File: config.mk
export PLATFORM = sky130hd
export DESIGN_NAME = rrf_freeze_ctrl
export DESIGN_NICKNAME = d
export VERILOG_FILES = /design/src/rtl/rrf_pkg.sv /design/src/rtl/rrf_req_chan.sv /design/src/rtl/rrf_ctrl_decode.sv /design/src/rtl/rrf_illegal_flags.sv /design/src/rtl/rrf_read_mux.sv /design/src/rtl/rrf_freeze_ctrl.sv
export SDC_FILE = /design/constraint.sdc
export NUM_CORES = 1
export LEC_CHECK = 0
export ABC_AREA = 0
export BUFFER_PORTS_ARGS = -buffer_cell sky130_fd_sc_hd__buf_2
export CORE_MARGIN = 1
export CORE_UTILIZATION = 36
export CTS_CLUSTER_DIAMETER = 200
export DETAILED_ROUTE_END_ITERATION = 10
export GPL_TIMING_DRIVEN = 0
export MAX_ROUTING_LAYER = met4
export PLACE_DENSITY = 0.78
export SYNTH_ARGS = -nofsm -noshare
export SYNTH_HDL_FRONTEND = slang
export SYNTH_HIERARCHICAL = 1
export SYNTH_SLANG_ARGS = --single-unit
File: constraint.sdc
create_clock -name clk -period 1.28 [get_ports clk]
set_input_delay 0.064 -clock clk [delete_from_list [all_inputs] [get_ports clk]]
set_output_delay 0.064 -clock clk [all_outputs]
set_load 0.05 [all_outputs]
File: src/rtl/rrf_pkg.sv
// Package: shared constants for the reconfigurable region freeze controller.
// Assumes a 32-bit data bus with four word addresses.
package rrf_pkg;
    localparam int DATA_W = 32;
    localparam int ADDR_W = 2;

    typedef enum logic [ADDR_W-1:0] {
        RA_STATUS  = 2'd0,
        RA_CTRL    = 2'd1,
        RA_ILLEGAL = 2'd2,
        RA_VERSION = 2'd3
    } reg_addr_e;

    localparam int CB_FREEZE   = 0;
    localparam int CB_RESET    = 1;
    localparam int CB_UNFREEZE = 2;

    localparam int SB_FREEZE   = 0;
    localparam int SB_UNFREEZE = 1;

    localparam logic [DATA_W-1:0] VERSION_WORD = 32'hAD00_0003;
endpackage

File: src/rtl/rrf_req_chan.sv
// Module: one self-clearing request/acknowledge channel.
// A software write sets or clears the request. An acknowledge while the
// request is pending sets status. Status high clears the request on the next
// edge, and a low request clears status. Assumes the write takes precedence
// over the hardware clear on the same edge.
module rrf_req_chan (
    input  logic clk,
    input  logic rst_n,
    input  logic wr_en,
    input  logic wr_val,
    input  logic ack,
    output logic req,
    output logic status,
    output logic done
);
    // Request bit: software write, else self-clear once status is seen.
    always_ff @(posedge clk) begin
        if (!rst_n) begin
            req <= 1'b0;
        end else if (wr_en) begin
            req <= wr_val;
        end else if (status) begin
            req <= 1'b0;
        end
    end

    // Status bit: set by acknowledge while requesting, cleared when request is low.
    always_ff @(posedge clk) begin
        if (!rst_n) begin
            status <= 1'b0;
        end else if (!req) begin
            status <= 1'b0;
        end else if (ack) begin
            status <= 1'b1;
        end
    end

    // Completion pulse: the acknowledge that is about to set status.
    assign done = req & ack & ~status;
endmodule

File: src/rtl/rrf_ctrl_decode.sv
// Module: write decode for the register bus.
// Splits a bus write into per-field write enables. A control write that
// asks for both freeze and unfreeze leaves both request fields alone.
// Assumes single-cycle write strobes.
module rrf_ctrl_decode
    import rrf_pkg::*;
#(
    parameter int N_BRIDGE = 4
) (
    input  logic                 bus_wr,
    input  logic [ADDR_W-1:0]    bus_addr,
    input  logic [DATA_W-1:0]    bus_wdata,
    output logic                 frz_wr_en,
    output logic                 frz_wr_val,
    output logic                 unf_wr_en,
    output logic                 unf_wr_val,
    output logic                 rst_wr_en,
    output logic                 rst_wr_val,
    output logic [N_BRIDGE-1:0]  ill_clr
);
    logic ctrl_hit;
    logic both_req;
    logic wdata_unused;

    assign wdata_unused = ^bus_wdata;

    // Field enables derived from address and data.
    always_comb begin
        ctrl_hit   = bus_wr && (bus_addr == RA_CTRL);
        both_req   = bus_wdata[CB_FREEZE] && bus_wdata[CB_UNFREEZE];
        frz_wr_en  = ctrl_hit && !both_req;
        unf_wr_en  = ctrl_hit && !both_req;
        rst_wr_en  = ctrl_hit;
        frz_wr_val = bus_wdata[CB_FREEZE];
        unf_wr_val = bus_wdata[CB_UNFREEZE];
        rst_wr_val = bus_wdata[CB_RESET];
        ill_clr    = (bus_wr && (bus_addr == RA_ILLEGAL)) ? bus_wdata[N_BRIDGE-1:0]
                                                          : '0;
    end
endmodule

File: src/rtl/rrf_illegal_flags.sv
// Module: sticky per-bridge illegal-access flags, cleared by writing 1.
// A set and a clear on the same edge leave the flag set. The interrupt is
// the OR of all flags. Assumes the inputs are synchronous to clk.
module rrf_illegal_flags #(
    parameter int N_BRIDGE = 4
) (
    input  logic                clk,
    input  logic                rst_n,
    input  logic [N_BRIDGE-1:0] hit,
    input  logic [N_BRIDGE-1:0] clr,
    output logic [N_BRIDGE-1:0] flags,
    output logic                irq
);
    for (genvar i = 0; i < N_BRIDGE; i++) begin : g_flag
        // One flag: hardware set has priority over software clear.
        always_ff @(posedge clk) begin
            if (!rst_n) begin
                flags[i] <= 1'b0;
            end else if (hit[i]) begin
                flags[i] <= 1'b1;
            end else if (clr[i]) begin
                flags[i] <= 1'b0;
            end
        end
    end

    // Interrupt: any flag set.
    assign irq = |flags;
endmodule

File: src/rtl/rrf_read_mux.sv
// Module: registered read path for the four register words.
// Returns the addressed word on the edge that samples the read strobe,
// and zero after edges without a strobe. Unused bits are zero-filled.
module rrf_read_mux
    import rrf_pkg::*;
#(
    parameter int N_BRIDGE = 4
) (
    input  logic                clk,
    input  logic                rst_n,
    input  logic                bus_rd,
    input  logic [ADDR_W-1:0]   bus_addr,
    input  logic                frz_status,
    input  logic                unf_status,
    input  logic                frz_req,
    input  logic                rst_req,
    input  logic                unf_req,
    input  logic [N_BRIDGE-1:0] flags,
    output logic [DATA_W-1:0]   bus_rdata
);
    logic [DATA_W-1:0] word;

    // Word selection with zero padding.
    always_comb begin
        word = '0;
        case (bus_addr)
            RA_STATUS: begin
                word[SB_FREEZE]   = frz_status;
                word[SB_UNFREEZE] = unf_status;
            end
            RA_CTRL: begin
                word[CB_FREEZE]   = frz_req;
                word[CB_RESET]    = rst_req;
                word[CB_UNFREEZE] = unf_req;
            end
            RA_ILLEGAL: word[N_BRIDGE-1:0] = flags;
            default:    word = VERSION_WORD;
        endcase
    end

    // Output register: one cycle read latency.
    always_ff @(posedge clk) begin
        if (!rst_n) begin
            bus_rdata <= '0;
        end else begin
            bus_rdata <= bus_rd ? word : '0;
        end
    end
endmodule

File: src/rtl/rrf_freeze_ctrl.sv
// Module: top of the reconfigurable region freeze controller.
// Ties the write decode, two request channels (freeze and unfreeze), the
// region reset bit, the frozen state, the illegal-access flags and the read
// path together. Assumes 1 <= N_BRIDGE <= 32 and a single clock domain.
module rrf_freeze_ctrl
    import rrf_pkg::*;
#(
    parameter int N_BRIDGE = 4
) (
    input  logic                clk,
    input  logic                rst_n,
    input  logic [1:0]          bus_addr,
    input  logic                bus_wr,
    input  logic                bus_rd,
    input  logic [31:0]         bus_wdata,
    output logic [31:0]         bus_rdata,
    output logic                stop_req,
    input  logic                stop_ack,
    output logic                start_req,
    input  logic                start_ack,
    output logic                freeze,
    output logic                region_reset,
    input  logic [N_BRIDGE-1:0] illegal_in,
    output logic                irq
);
    logic                frz_wr_en, frz_wr_val, unf_wr_en, unf_wr_val;
    logic                rst_wr_en, rst_wr_val;
    logic [N_BRIDGE-1:0] ill_clr, flags;
    logic                frz_req, frz_status, frz_done;
    logic                unf_req, unf_status, unf_done;
    logic                rst_req;
    logic                frozen;

    rrf_ctrl_decode #(.N_BRIDGE(N_BRIDGE)) u_decode (
        .bus_wr     (bus_wr),
        .bus_addr   (bus_addr),
        .bus_wdata  (bus_wdata),
        .frz_wr_en  (frz_wr_en),
        .frz_wr_val (frz_wr_val),
        .unf_wr_en  (unf_wr_en),
        .unf_wr_val (unf_wr_val),
        .rst_wr_en  (rst_wr_en),
        .rst_wr_val (rst_wr_val),
        .ill_clr    (ill_clr)
    );

    rrf_req_chan u_freeze_chan (
        .clk    (clk),
        .rst_n  (rst_n),
        .wr_en  (frz_wr_en),
        .wr_val (frz_wr_val),
        .ack    (stop_ack),
        .req    (frz_req),
        .status (frz_status),
        .done   (frz_done)
    );

    rrf_req_chan u_unfreeze_chan (
        .clk    (clk),
        .rst_n  (rst_n),
        .wr_en  (unf_wr_en),
        .wr_val (unf_wr_val),
        .ack    (start_ack),
        .req    (unf_req),
        .status (unf_status),
        .done   (unf_done)
    );

    // Region reset bit: plain level written by software.
    always_ff @(posedge clk) begin
        if (!rst_n) begin
            rst_req <= 1'b0;
        end else if (rst_wr_en) begin
            rst_req <= rst_wr_val;
        end
    end

    // Frozen state: entered on stop acknowledge, left on start acknowledge.
    always_ff @(posedge clk) begin
        if (!rst_n) begin
            frozen <= 1'b0;
        end else if (unf_done) begin
            frozen <= 1'b0;
        end else if (frz_done) begin
            frozen <= 1'b1;
        end
    end

    rrf_illegal_flags #(.N_BRIDGE(N_BRIDGE)) u_flags (
        .clk   (clk),
        .rst_n (rst_n),
        .hit   (illegal_in),
        .clr   (ill_clr),
        .flags (flags),
        .irq   (irq)
    );

    rrf_read_mux #(.N_BRIDGE(N_BRIDGE)) u_read (
        .clk        (clk),
        .rst_n      (rst_n),
        .bus_rd     (bus_rd),
        .bus_addr   (bus_addr),
        .frz_status (frz_status),
        .unf_status (unf_status),
        .frz_req    (frz_req),
        .rst_req    (rst_req),
        .unf_req    (unf_req),
        .flags      (flags),
        .bus_rdata  (bus_rdata)
    );

    assign stop_req     = frz_req;
    assign start_req    = unf_req;
    assign freeze       = frozen;
    assign region_reset = rst_req;
endmodule

### Yosys cells after proc, flatten, opt, wreduce, memory -nomap -nowiden

Cells that the tools add are included.

| cells by class | value |
|---|---|
| muxes and demuxes | 16 |
| bitwise logic cells | 7 |
| equality and inequality tests | 2 |
| reductions and logical operators | 19 |

Operators with widths:

| operator | number |
|---|---|
| $mux 28 | 1 |
| $mux 1 | 12 |
| $reduce_bool 2->1 | 6 |
| $pmux 2 s3 | 1 |
| $reduce_and 2->1 | 3 |
| $and 1x1->1 | 4 |
| $logic_and 1x1->1 | 4 |
| $mux 4 | 1 |
| $reduce_or 4->1 | 1 |
| $not 1->1 | 3 |
| $reduce_and 3->1 | 1 |
| $reduce_or 3->1 | 1 |
| $eq 2x1->1 const B | 1 |
| $eq 2x2->1 const B | 1 |
| $logic_not 2->1 | 1 |
| $pmux 1 s2 | 1 |
| $reduce_or 2->1 | 1 |
| $logic_not 1->1 | 1 |

| storage, ports and cells | value |
|---|---|
| bits in registers | 42 |
| input bits | 44 |
| output and inout port bits | 37 |
| word-level logic and storage cells | 56 |

### Longest topological paths before layout

| depth | value |
|---|---|
| depth in word-level cells | 5 |
| gate-level depth with buffers | 5 |
| gate-level depth less buffers | 4 |

### Modules after synthesis

Netlist, hierarchy kept.

Modules (own cells, without submodules):

| module | area each (sq um) | instances | sequential area each (sq um) | cells each |
|---|---|---|---|---|
| rrf_read_mux | 441.7 | 1 | 100.1 | 51 |
| rrf_req_chan | 80.1 | 2 | 40.0 | 6 |
| rrf_illegal_flags | 142.6 | 1 | 80.1 | 13 |
| rrf_ctrl_decode | 78.8 | 1 | 0.0 | 12 |
| rrf_freeze_ctrl | 67.6 | 1 | 40.0 | 6 |

### Worst setup path after synthesis

OpenSTA, ideal clock, no wires.

| path | value |
|---|---|
| path type | reg2reg |
| from | reg u_freeze_chan.req |
| to | reg frozen (netlist: freeze) |
| path buffers | 0 |
| clock period less this slack | 1.141 ns |
| stages on the path, launching flop included | 4 |
| slack | 0.139 ns |
| arrival time | 1.061 ns |
| setup time | 0.080 ns |
| required time | 1.200 ns |
| cells stage by stage | dfxtp_1 -> and3b_1 -> nor2_1 -> nor3b_1 |

| between the ends | value |
|---|---|
| cells in the longest elaborated chain, start to end | 2 |

Ends and longest elaborated chain:

| item | line | text |
|---|---|---|
| start, declared | rrf_req_chan.sv:12 | `output logic req,` |
| start signal, assigned | rrf_req_chan.sv:21 | `req <= wr_val;` |
| $and 1x1->1 (2 in series) | rrf_req_chan.sv:39 | `assign done = req & ack & ~status;` |
| named net frz_done | rrf_freeze_ctrl.sv:29 | `logic frz_req, frz_status, frz_done;` |
| end signal, assigned | rrf_freeze_ctrl.sv:81 | `frozen <= 1'b0;` |
| end signal, assigned | rrf_freeze_ctrl.sv:83 | `frozen <= 1'b0;` |
| end signal, assigned | rrf_freeze_ctrl.sv:85 | `frozen <= 1'b1;` |
| end, declared | rrf_freeze_ctrl.sv:32 | `logic frozen;` |

The timed path passes the listed nets, and every way through them passes these cells.
A chain may end at the register's enable or synchronous reset.

### Worst setup path in the final report

| path | value |
|---|---|
| from | reg u_flags.flags[3] |
| to | out irq |

| between the ends | value |
|---|---|
| cells in the longest elaborated chain, start to end | 1 |

Ends and longest elaborated chain:

| item | line | text |
|---|---|---|
| start, declared | rrf_illegal_flags.sv:11 | `output logic [N_BRIDGE-1:0] flags,` |
| start signal, assigned by index | rrf_illegal_flags.sv:18 | `flags[i] <= 1'b0;` |
| start signal, assigned by index | rrf_illegal_flags.sv:20 | `flags[i] <= 1'b1;` |
| start signal, assigned by index | rrf_illegal_flags.sv:22 | `flags[i] <= 1'b0;` |
| $reduce_or 4->1 | rrf_illegal_flags.sv:28 | `assign irq = \|flags;` |
| end, declared | rrf_freeze_ctrl.sv:24 | `output logic irq` |

Every way passes these cells.

==> results.md <==
* Status: finished with violations
* Failing checks: setup timing
* Seq/Total Area, Yosys at 33.71%
* Slew Limit Fails at 0
* Number of global-route vias before repair at 710
* Chip Width at 51.75 um
* GRT Resource Usage Total at 14.64%
* Final core occ at 55.42%
* Worst r2r dst: u_unfreeze_chan/req$_SDFFE_PN0P_
* Critical path class: register to output port
* # setup viols final at 1
* Antenna fix cells at 0
* CTS HTree Levels at 1
* Initial Util at 39.14%
* Worst clock skew at 0.001573 ns
* Maximum vdd drop at 0.0004001 V
* Syn avg cell area at 9.477 um^2
* Largest net degree at the start of global routing at 15
* R2R cell count at 2
* Antenna-violating nets left at 0
* Minimum clock period after layout at 1.367 ns
* Max layer used: met4
* CTS tree: built
* Post-synthesis register bit count at 15
* WL met3 at 142 um
* Clk buf depth at 2
* First-pass GRT wire length at 2787 um
* Worst Hold End: u_unfreeze_chan/status$_SDFFE_PN0P_
* Clock sink count at 15
* Worst-path clk slew at 0.09 ns
* Fmax at 731.5 MHz
* Type of the worst min-delay path: input pin to register
* Via count at 760
* DRC at 0
* Initial antenna violation count at 0
* Hold_sp: start_ack
* Post-DP HPWL at 1414 um
* DRT Wirelength at 1722 um
* Synth top area share at 33.71%
* Maxcap violations at 0
* Dpl cells at 173
* LEAKAGE at 0.0007232 uW
* CTS buffer count at 3
* Synth Warn # at 6
* Die Y at 51.75 um
* Number of nets in the final layout at 205
* WP data required at 1.22 ns
* Row Count at 17
* Crit start category: register
* Avg WL per Cell at 9.359 um
* Fin crit share at 106.8%
* M1 wire length at 709 um
* Min setup slack post-route at -0.08713 ns
* Tot Pwr at 1159 uW
* Io pins at 81
* Crit end category: output port
* Cell count after synthesis at 94
* IO Port Bufs at 29
* Yosys cell types at 23
* Die ar. at 2678 um^2
* Post-route insts no fill at 184
* Reg2Reg Setup Slack at 0.42 ns
* Grt ovf at 0
* Hold Path Stages at 2
* WP data arrival at 1.30 ns
* Core area at 2276 um^2
* RSZ-0062 raised after global routing: true
* Vias/cell at 4.130
* Pre-antenna DRT Iters at 4
* R2r startpoint: u_unfreeze_chan/status$_SDFFE_PN0P_
* Final Hold Fails at 0
* PD cells at 918.6 nW/um^2
* Clk_lat worst skew at 0.27 ns
* RePlAce Congestion at 0.8229
* Area leader, netlist: dfxtp_1
* Layout area overhead at 41.57%
* Synth Cell Area at 890.9 um^2
* Starting DRT DRC Count at 4
* Share of layout cells above drive strength 1 at 46.79%
* Met2 wire len at 856 um
* Crit-path max FO at 2
* Synth area leaders: dfxtp_1 34%, buf_4 26%, ha_1 5.6%
* Clock Root Buffer: clkbuf_4
==> cell families (layout without fill, tap and decap cells) <==
kind of cell | count (synthesis) | after routing | share of synthesized area [%]
compound gates | 16 | 16 | 13.76
simple gates | 24 | 24 | 18.40
other cells | 1 | 23 | 0.4209
mux | 1 | 1 | 1.124
buf+inv | 33 | 73 | 26.97
flops | 15 | 15 | 33.71
fa+ha+maj | 4 | 4 | 5.618
==> report_power, final <==
group | switching (uW) | internal [uW] | leakage, uW
registers | 11.5 | 485 | 0.000123
clock network | 144 | 116 | 0.0000177
logic | 263 | 139 | 0.000582
==> layout by cell type, fill, tap and decap left out <==
cell type / netlist / layout
buf_4: 31 / 34
buf_2: 0 / 28
conb_1: 1 / 23
dfxtp_1: 15 / 12
nor2b_1: 5 / 5
dlygate4sd3_1: 0 / 4
and2_1: 4 / 4
o21a_1: 4 / 4
a21oi_1: 4 / 4
ha_1: 4 / 4
nor2_1: 3 / 3
clkbuf_4: 0 / 3
and3b_1: 3 / 3
nand2_1: 3 / 3
dfxtp_2: 0 / 3
and4bb_1: 2 / 2
a31o_1: 2 / 2
o211a_1: 2 / 2
inv_1: 2 / 2
a22oi_1: 2 / 2
nor3b_1: 1 / 1
mux2i_1: 1 / 1
clkinv_2: 0 / 1
buf_8: 0 / 1
a211oi_1: 1 / 1
or4_4: 0 / 1
a22oi_2: 1 / 1
nor3b_2: 1 / 1
and3_1: 1 / 1
==> through the flow <==
step                      setup TNS, ns  area [um^2]  hold slack [ns]  setup WS, ns
after global routing            -0.1168         1261          0.01093       -0.1168
after detailed placement        -0.1298         1154           0.2813       -0.1289
after floorplan                       0        973.4           0.1815        0.1389
after global placement        -0.004630         1154           0.2757     -0.004630
after CTS                      -0.09458         1252          0.01043      -0.09458
final                          -0.08713         1261          0.02066      -0.08713
==> area by class of cell <==
class,instances,area (um^2)
Sequential cell,15,304.0
Buffer,31,232.7
Fill cell,203,1015
Timing Repair Buffer,36,217.7
Clock buffer,3,22.52
Clock inverter,1,5.005
Inverter,2,7.507
Tap cell,28,35.03
Multi-Input combinational cell,68,436.7
==> state kept, by name (all words and copies together) (netlist names) <==
signal                  count
region_reset                1
u_unfreeze_chan/req         1
u_flags/flags               4
u_unfreeze_chan/status      1
u_read/bus_rdata            5
u_freeze_chan/status        1
freeze                      1
u_freeze_chan/req           1
==> worst max-delay path by stage <==
stage                     cells past startpoint                          endpoint  slack, ns                            from
after floorplan                               3               freeze$_SDFFE_PP0P_       0.14  u_freeze_chan/req$_SDFFE_PN0P_
after global placement                        6  u_unfreeze_chan/req$_SDFFE_PN0P_     -0.005                     bus_addr[0]
after detailed placement                      6  u_unfreeze_chan/req$_SDFFE_PN0P_      -0.13                     bus_addr[0]
after CTS                                     2                               irq      -0.09   u_flags/flags[1]$_SDFFE_PN0P_
after global routing                          2                               irq      -0.12   u_flags/flags[3]$_SDFFE_PN0P_
final                                         2                               irq      -0.09   u_flags/flags[3]$_SDFFE_PN0P_
==> metal layers <==
layer	up-vias	track usage (%)
li1	391	-
met3	4	3.801
met5	-	-
met1	327	13.25
met4	0	8.108
met2	38	27.49
==> synthesized netlist by cell type (all sizes together) <==
cell type / count
a21oi: 4
dfxtp: 15
buf: 31
and3b: 3
and3: 1
or4: 1
nor2b: 5
o211a: 2
o21a: 4
and2: 4
inv: 2
nor2: 3
and4bb: 2
nand2: 3
nor3b: 2
mux2i: 1
a22oi: 3
a211oi: 1
a31o: 2
ha: 4
conb: 1
==> critical path, cell delays in order (launching register included) <==
cell	delay, ns
dfxtp_2	0.33
or4_4	0.53
buf_8	0.17
==> repair_timing <==
item                       4_1_cts  5_1_grt
pin swaps                        1        1
gates resized for setup          6        1
buffers inserted                 2        1
hold endpoints to repair         4        0
hold buffers                     4        0
setup endpoints to repair        1        1
Note: power is estimated with default switching activity, not from simulation.
